File: config.mk
export PLATFORM = sky130hd
export DESIGN_NAME = sercom_rx
export DESIGN_NICKNAME = d
export VERILOG_FILES = /design/src/rtl/sercom_rx_pkg.sv /design/src/rtl/sercom_rx_shifter.sv /design/src/rtl/sercom_rx_fifo.sv /design/src/rtl/sercom_rx.sv
export SDC_FILE = /design/constraint.sdc
export NUM_CORES = 1
export LEC_CHECK = 0
export ABC_AREA = 1
export BUFFER_PORTS_ARGS = -buffer_cell sky130_fd_sc_hd__buf_4
export CORE_UTILIZATION = 45
export DETAILED_ROUTE_END_ITERATION = 16
export GPL_ROUTABILITY_DRIVEN = 0
export PLACE_DENSITY = 0.74
export REMOVE_ABC_BUFFERS = 1
export SLEW_MARGIN = 20
export SYNTH_ARGS = -nofsm -noshare
export SYNTH_HDL_FRONTEND = slang
export SYNTH_SLANG_ARGS = --single-unit
File: constraint.sdc
create_clock -name clk -period 2.5 [get_ports clk]
set_input_delay 0.375 -clock clk [delete_from_list [all_inputs] [get_ports clk]]
set_output_delay 0.375 -clock clk [all_outputs]
set_load 0.1 [all_outputs]
File: src/rtl/sercom_rx_pkg.sv
package sercom_rx_pkg;
  localparam int CHAR_W = 9;

  typedef enum logic [1:0] {
    PAR_NONE = 2'b00,
    PAR_EVEN = 2'b01,
    PAR_ODD  = 2'b10,
    PAR_OFF  = 2'b11
  } parity_e;

  typedef struct packed {
    logic              ferr;
    logic              perr;
    logic [CHAR_W-1:0] word;
  } rx_entry_t;

  localparam int ENTRY_W = $bits(rx_entry_t);
endpackage

File: src/rtl/sercom_rx_shifter.sv
module sercom_rx_shifter
  import sercom_rx_pkg::*;
#(
  parameter int OVS = 16
) (
  input  logic      clk,
  input  logic      rst,
  input  logic      flush,
  input  logic      baud_tick,
  input  logic      rxd,
  input  logic      nine_bit,
  input  logic [1:0] parity_mode,
  output logic      idle,
  output logic      done,
  output rx_entry_t ent
);
  localparam int CW  = $clog2(OVS);
  localparam int MID = OVS / 2 - 1;
  localparam int BW  = $clog2(CHAR_W + 1);

  typedef enum logic [1:0] {ST_IDLE, ST_START, ST_DATA, ST_STOP} state_e;

  state_e            state;
  logic [1:0]        sync;
  logic              rx_s;
  logic [CW-1:0]     tcnt;
  logic [BW-1:0]     bidx;
  logic [CHAR_W-1:0] sh;
  logic              nine_q;
  parity_e           par_q;
  logic              par_on;
  logic              last_bit;
  logic [CHAR_W-1:0] word_c;
  logic              perr_c;

  assign rx_s     = sync[1];
  assign par_on   = !nine_q && (par_q == PAR_EVEN || par_q == PAR_ODD);
  assign last_bit = (bidx == BW'((nine_q || par_on) ? CHAR_W - 1 : CHAR_W - 2));
  assign idle     = (state == ST_IDLE);

  always_comb begin
    if (nine_q)      word_c = sh;
    else if (par_on) word_c = {1'b0, sh[CHAR_W-2:0]};
    else             word_c = {1'b0, sh[CHAR_W-1:1]};
    perr_c = par_on && ((^sh) != (par_q == PAR_ODD));
  end

  always_ff @(posedge clk) begin
    if (rst) sync <= 2'b11;
    else     sync <= {sync[0], rxd};
  end

  always_ff @(posedge clk) begin
    if (rst || flush) begin
      state  <= ST_IDLE;
      tcnt   <= '0;
      bidx   <= '0;
      sh     <= '0;
      done   <= 1'b0;
      ent    <= '0;
      nine_q <= 1'b0;
      par_q  <= PAR_NONE;
    end else begin
      done <= 1'b0;
      unique case (state)
        ST_IDLE: if (baud_tick && !rx_s) begin
          state  <= ST_START;
          tcnt   <= '0;
          nine_q <= nine_bit;
          par_q  <= parity_e'(parity_mode);
        end
        ST_START: if (baud_tick) begin
          if (tcnt == CW'(MID)) begin
            tcnt  <= '0;
            bidx  <= '0;
            state <= rx_s ? ST_IDLE : ST_DATA;
          end else tcnt <= tcnt + 1'b1;
        end
        ST_DATA: if (baud_tick) begin
          if (tcnt == CW'(OVS - 1)) begin
            tcnt <= '0;
            sh   <= {rx_s, sh[CHAR_W-1:1]};
            bidx <= bidx + 1'b1;
            if (last_bit) state <= ST_STOP;
          end else tcnt <= tcnt + 1'b1;
        end
        ST_STOP: if (baud_tick) begin
          if (tcnt == CW'(OVS - 1)) begin
            state    <= ST_IDLE;
            done     <= 1'b1;
            ent.word <= word_c;
            ent.perr <= perr_c;
            ent.ferr <= !rx_s;
          end else tcnt <= tcnt + 1'b1;
        end
        default: state <= ST_IDLE;
      endcase
    end
  end

  // leaving idle needs a low line sample
  assert_idle_start_R12: assert property (@(posedge clk) disable iff (rst)
    $fell(idle) |-> !$past(rx_s));
  // a character completes only out of the stop phase
  assert_done_from_stop_R12: assert property (@(posedge clk) disable iff (rst)
    done |-> $past(state == ST_STOP));
endmodule

File: src/rtl/sercom_rx_fifo.sv
module sercom_rx_fifo #(
  parameter int W     = 11,
  parameter int DEPTH = 4
) (
  input  logic         clk,
  input  logic         rst,
  input  logic         flush,
  input  logic         push,
  input  logic [W-1:0] din,
  input  logic         pop,
  output logic [W-1:0] dout,
  output logic         empty,
  output logic         full
);
  localparam int AW = (DEPTH > 1) ? $clog2(DEPTH) : 1;
  localparam int CNTW = $clog2(DEPTH + 1);

  logic [W-1:0]    mem [DEPTH];
  logic [AW-1:0]   wr_ptr, rd_ptr;
  logic [CNTW-1:0] count;
  logic            do_pop;

  assign empty  = (count == '0);
  assign full   = (count == CNTW'(DEPTH));
  assign do_pop = pop && !empty;
  assign dout   = mem[rd_ptr];

  function automatic logic [AW-1:0] nxt(input logic [AW-1:0] p);
    return (p == AW'(DEPTH - 1)) ? '0 : p + 1'b1;
  endfunction

  always_ff @(posedge clk) begin
    if (push) mem[wr_ptr] <= din;
  end

  always_ff @(posedge clk) begin
    if (rst || flush) begin
      wr_ptr <= '0;
      rd_ptr <= '0;
      count  <= '0;
    end else begin
      if (push)   wr_ptr <= nxt(wr_ptr);
      if (do_pop) rd_ptr <= nxt(rd_ptr);
      if (push && !do_pop)      count <= count + 1'b1;
      else if (do_pop && !push) count <= count - 1'b1;
    end
  end

  assert_no_overflow_R10: assert property (@(posedge clk) disable iff (rst)
    push |-> !full);
  assert_count_bound_R9: assert property (@(posedge clk) disable iff (rst)
    count <= CNTW'(DEPTH));
  assert_empty_pop_R13: assert property (@(posedge clk) disable iff (rst)
    (empty && !push && !flush) |=> empty);
endmodule

File: src/rtl/sercom_rx.sv
module sercom_rx
  import sercom_rx_pkg::*;
#(
  parameter int OVS   = 16,
  parameter int DEPTH = 4
) (
  input  logic       clk,
  input  logic       rst,
  input  logic       rxd,
  input  logic       baud_tick,
  input  logic       nine_bit,
  input  logic [1:0] parity_mode,
  input  logic       addr_filter,
  input  logic       rd_pop,
  input  logic       ovf_clear,
  output logic [8:0] rx_data,
  output logic       data_avail,
  output logic       rx_idle,
  output logic       par_err,
  output logic       frm_err,
  output logic       overrun
);
  rx_entry_t s_ent, head;
  logic      s_done, flush, keep, push, empty, full;

  assign flush = ovf_clear && overrun;
  assign keep  = s_done && (!(nine_bit && addr_filter) || s_ent.word[CHAR_W-1]);
  assign push  = keep && !overrun && !full && !flush;

  sercom_rx_shifter #(.OVS(OVS)) u_shift (
    .clk(clk), .rst(rst), .flush(flush), .baud_tick(baud_tick), .rxd(rxd),
    .nine_bit(nine_bit), .parity_mode(parity_mode),
    .idle(rx_idle), .done(s_done), .ent(s_ent)
  );

  logic [ENTRY_W-1:0] head_raw;

  sercom_rx_fifo #(.W(ENTRY_W), .DEPTH(DEPTH)) u_fifo (
    .clk(clk), .rst(rst), .flush(flush), .push(push), .din(s_ent),
    .pop(rd_pop), .dout(head_raw), .empty(empty), .full(full)
  );

  assign head       = empty ? '0 : rx_entry_t'(head_raw);
  assign rx_data    = head.word;
  assign par_err    = head.perr;
  assign frm_err    = head.ferr;
  assign data_avail = !empty;

  always_ff @(posedge clk) begin
    if (rst || flush)                   overrun <= 1'b0;
    else if (keep && !overrun && full)  overrun <= 1'b1;
  end

  assert_overrun_sticky_R10: assert property (@(posedge clk) disable iff (rst)
    (overrun && !ovf_clear) |=> overrun);
  assert_clear_flushes_R11: assert property (@(posedge clk) disable iff (rst)
    (overrun && ovf_clear) |=> (!data_avail && rx_idle && !overrun));
  assert_addr_only_R7: assert property (@(posedge clk) disable iff (rst)
    (push && nine_bit && addr_filter) |-> s_ent.word[CHAR_W-1]);
endmodule

==> metrics.md <==
| Metric | Value |
|---|---|
| Highest achievable clock rate | `460 MHz` |
| TritonCTS clock tree | `done` |
| Floorplan die width | `96.3 um` |
| Maxcap violations | `0` |
| Total wirelength of the detailed-routed design | `7460 um` |
| Nets | `495` |
| Total of cells resized after clock tree synthesis | `0` |
| Internal | `2.37 mW` |
| Layout cell share with drive strength beyond 1 | `0.156` |
| Number of synthesized register bits | `90` |
| Postcts setup bufs | `0` |
| Most instantiated cells after synthesis | `sky130_fd_sc_hd__nor2_1 (71), sky130_fd_sc_hd__nand2_1 (59), sky130_fd_sc_hd__o21ai_0 (49), sky130_fd_sc_hd__dfxtp_1 (46)` |
| RSZ-0062 raised after global routing | `false` |
| Share of async-settable or async-resettable flops after synthesis | `0` |
| Worst min-delay path category | `primary input to flop` |
| Global-route wire length before repair | `around 12000 um` |
| Final routed DRC violation total | `0` |
| Combinational Power Share | `0.410` |
| Routed len/inst | `approximately 13 um` |
| Via count normalized by instance count | `approximately 5.1` |
| DPL Wire Length | `5080 um` |
| Required time worst endpoint | `2120 ps` |
| Critical Path Slowest Stage Cell | `sky130_fd_sc_hd__inv_1` |
| Normalized max-slew margin | `0.563` |
| Top-area cell type share of the netlist area | `0.330` |
| Delay contributed by the slowest stage of the critical path | `400 ps` |
| Initial antenna violation count | `0` |
| Post-layout minimum cycle time | `about 2200 ps` |
| Post-synthesis average cell area | `8.95 um2` |
| PortBufs | `23` |
| Number of core rows | `34` |
| Vias | `around 3000` |
| Share of power burned in registers | `0.372` |
| Final hold violation count | `0` |
| Non-Filler Instances | `a little under 600` |
| Switching power | `2.02 mW` |
| Count of flip-flops with a built-in enable after synthesis | `44` |
| Total global-route track usage | `0.175` |
| Result of the run | `finished clean` |
| Cell variety after synth | `36` |
| Switching part of the total power | `0.460` |
| Data arrival, critical path | `1800 ps` |
| Category of the most critical setup path | `flop to primary output` |
| Die outline height | `96.3 um` |
| Remaining number of nets flagged by the antenna check after routing | `0` |
| Setup violations, final | `0` |
| Area growth from synthesis to layout | `12.3%` |
| Vias in the first global route | `2698` |
| Maximum number of buffers from clock root to sink | `2` |
| # placed instances | `around 570` |
| Initial Util | `0.461` |
| Leakage | `~1.8 nW` |
| CTS buffer count | `9` |
| Post-synthesis sequential area ratio | `0.561` |
| Post-Place Cell Area | `roughly 4300 um2` |
| Clock Latency Late Sink | `around 370 ps` |
| Worst slew pin tran | `between 600 and 700 ps` |
| Hold-fix buffers at CTS | `0` |
| Syn Std Cell Area | `4000 um2` |
| Critical path capture point type | `primary output` |
| Area contributors post-synth | `sky130_fd_sc_hd__edfxtp_1 (33%), sky130_fd_sc_hd__dfxtp_1 (23%), sky130_fd_sc_hd__nor2_1 (6.7%)` |
| Total congestion overflow after global routing | `0` |
| Final std cell area, no fill | `4490 um2` |
| Top_reg_cell synth | `sky130_fd_sc_hd__dfxtp_1` |
| Number of sinks on the clock net | `90` |
| Largest net degree at the start of global routing | `30` |
| Dominant cell type by area after synthesis | `sky130_fd_sc_hd__edfxtp_1` |
| Count of pins on the block boundary | `24` |
| Most frequently used cell type in the post-synthesis netlist | `sky130_fd_sc_hd__nor2_1` |
| Count of antenna diodes in the layout | `0` |
| Post-Route Skew | `roughly 12 ps` |
| Yosys Warn Count | `0` |
| Final Max Tran Viols | `0` |
| Area of the die | `9270 um2` |
| Power per unit of standard cell area | `976 nW/um2` |
| Gate count after technology mapping | `~450` |
| DRT iter0 DRCs | `150` |
| Core Box Area | `8680 um2` |
| Maximum ir drop on the vdd rail | `338 uV` |
| CP Max Fanout | `22` |
| Kind of start point of the critical path | `flop` |
| Reg clk slew, reported paths | `90 ps` |
| Tightest hold margin | `slightly below 200 ps` |
| CTS H-tree depth | `3` |
| DR pass1 iterations | `4` |
| Clock Root Buffer | `sky130_fd_sc_hd__clkbuf_8` |
| Chain of cells forming the critical path | `inv_1, o21ai_0, a21oi_1, buf_4` |
| Clock network power share | `0.218` |
| Period utilisation layout | `0.869` |
[cells in the final DEF, fill, tap and decap left out]
master	netlist	routed
sky130_fd_sc_hd__nor2_1	71	71
sky130_fd_sc_hd__nand2_1	59	59
sky130_fd_sc_hd__o21ai_0	49	49
sky130_fd_sc_hd__dfxtp_1	46	46
sky130_fd_sc_hd__inv_1	44	44
sky130_fd_sc_hd__edfxtp_1	44	44
sky130_fd_sc_hd__a21oi_1	34	34
sky130_fd_sc_hd__buf_4	1	32
sky130_fd_sc_hd__nand3_1	24	24
sky130_fd_sc_hd__a31oi_1	9	9
sky130_fd_sc_hd__ha_1	9	9
sky130_fd_sc_hd__clkbuf_8	0	9
sky130_fd_sc_hd__inv_2	7	7
sky130_fd_sc_hd__nand2_2	5	5
sky130_fd_sc_hd__nor3_1	4	4
sky130_fd_sc_hd__a21oi_2	3	3
sky130_fd_sc_hd__inv_6	0	3
sky130_fd_sc_hd__nand3_2	2	2
sky130_fd_sc_hd__nand2_4	2	2
sky130_fd_sc_hd__nor2_4	2	2
sky130_fd_sc_hd__nand4_1	2	2
sky130_fd_sc_hd__xor2_1	2	2
sky130_fd_sc_hd__or2_2	2	2
sky130_fd_sc_hd__inv_8	0	2
sky130_fd_sc_hd__xnor2_1	1	1
sky130_fd_sc_hd__nor2_2	1	1
sky130_fd_sc_hd__o21ai_1	1	1
sky130_fd_sc_hd__nor3_4	1	1
sky130_fd_sc_hd__o21ai_2	1	1
sky130_fd_sc_hd__o211a_1	1	1
sky130_fd_sc_hd__a211oi_1	1	1
sky130_fd_sc_hd__and3_1	1	1
sky130_fd_sc_hd__o21bai_1	1	1
sky130_fd_sc_hd__o31ai_2	1	1
sky130_fd_sc_hd__a21o_1	1	1
sky130_fd_sc_hd__fa_1	1	1
sky130_fd_sc_hd__clkinv_4	0	1
sky130_fd_sc_hd__clkinvlp_4	0	1
[final cells by class]
| class | instances | area (um2) |
|---|---|---|
| Clock buffer | 9 | 124 |
| Clock inverter | 7 | 65.1 |
| Fill cell | 816 | 4190 |
| Inverter | 51 | 191 |
| Multi-Input combinational cell | 291 | 1490 |
| Sequential cell | 90 | 2240 |
| Tap cell | 108 | 135 |
| Timing Repair Buffer | 32 | 240 |
[cell families after synthesis]
group | after synthesis | synth area share
DFF | 90 | 0.561
adders and majority gates | 10 | 0.0332
xor gates and xnor gates | 3 | 0.00657
buffers and inverters | 66 | 0.0657
AOI/OAI and AO/OA | 102 | 0.139
and+or+nand+nor | 176 | 0.195
[power by group through the flow]
stage / Clock [mW] / Sequential [mW] / Combinational [mW]
floorplan: 0 / 1.70 / 1.35
global placement: 0 / 1.66 / 1.78
detailed placement: 0 / 1.67 / 1.81
CTS: 0.966 / 1.63 / 1.81
global route: 1.03 / 1.64 / 1.92
finish: 0.955 / 1.63 / 1.79
[through the flow]
step                setup slack, ps  setup TNS, ps  utilization  power [mW]
floorplan                      -638          -4570            -        3.05
CTS                             283              0        0.518        4.41
finish                          327              0        0.518        4.38
detailed placement              302              0        0.496        3.47
global route                    108              0        0.518        4.59
global placement                363              0        0.496        3.45
[registers in the layout, summed over array words and instances, names as in the netlist, named ones only]
name            count
u_fifo.mem         44
u_shift.ent        11
u_shift.sh          9
u_shift.bidx        4
u_shift.tcnt        4
u_fifo.count        3
u_fifo.rd_ptr       2
u_fifo.wr_ptr       2
u_shift.par_q       2
u_shift.sync        2
overrun             1
u_shift.done        1
u_shift.nine_q      1
u_shift.state       1
[final timing paths]
path,start,cells past startpoint,to,slack [ps]
worst max-delay path,flop,4,rx_data[8],330
worst min-delay path,rxd,2,u_shift.sync[0]$_SDFF_PP1_,190
worst max register to register,u_shift.ent[8]$_SDFFE_PP0P_,11,u_fifo.count[2]$_SDFFE_PP0P_,390
worst min register to register,u_shift.sync[0]$_SDFF_PP1_,1,u_shift.sync[1]$_SDFF_PP1_,440
[metal layers]
layer	global-route usage	vias up	routed length [um]
met5	0	-	0
met4	0.0808	0	127
met3	0.0316	12	219
met2	0.304	38	3650
met1	0.209	1386	3460
li1	-	1547	-
[critical path, delay by kind of cell, from the launching register on]
kind	cells	cell delay (ps)
DFF	1	320
AOI/OAI and AO/OA	2	400
buffers and inverters	2	720
Power figures use the tool's default switching activity.
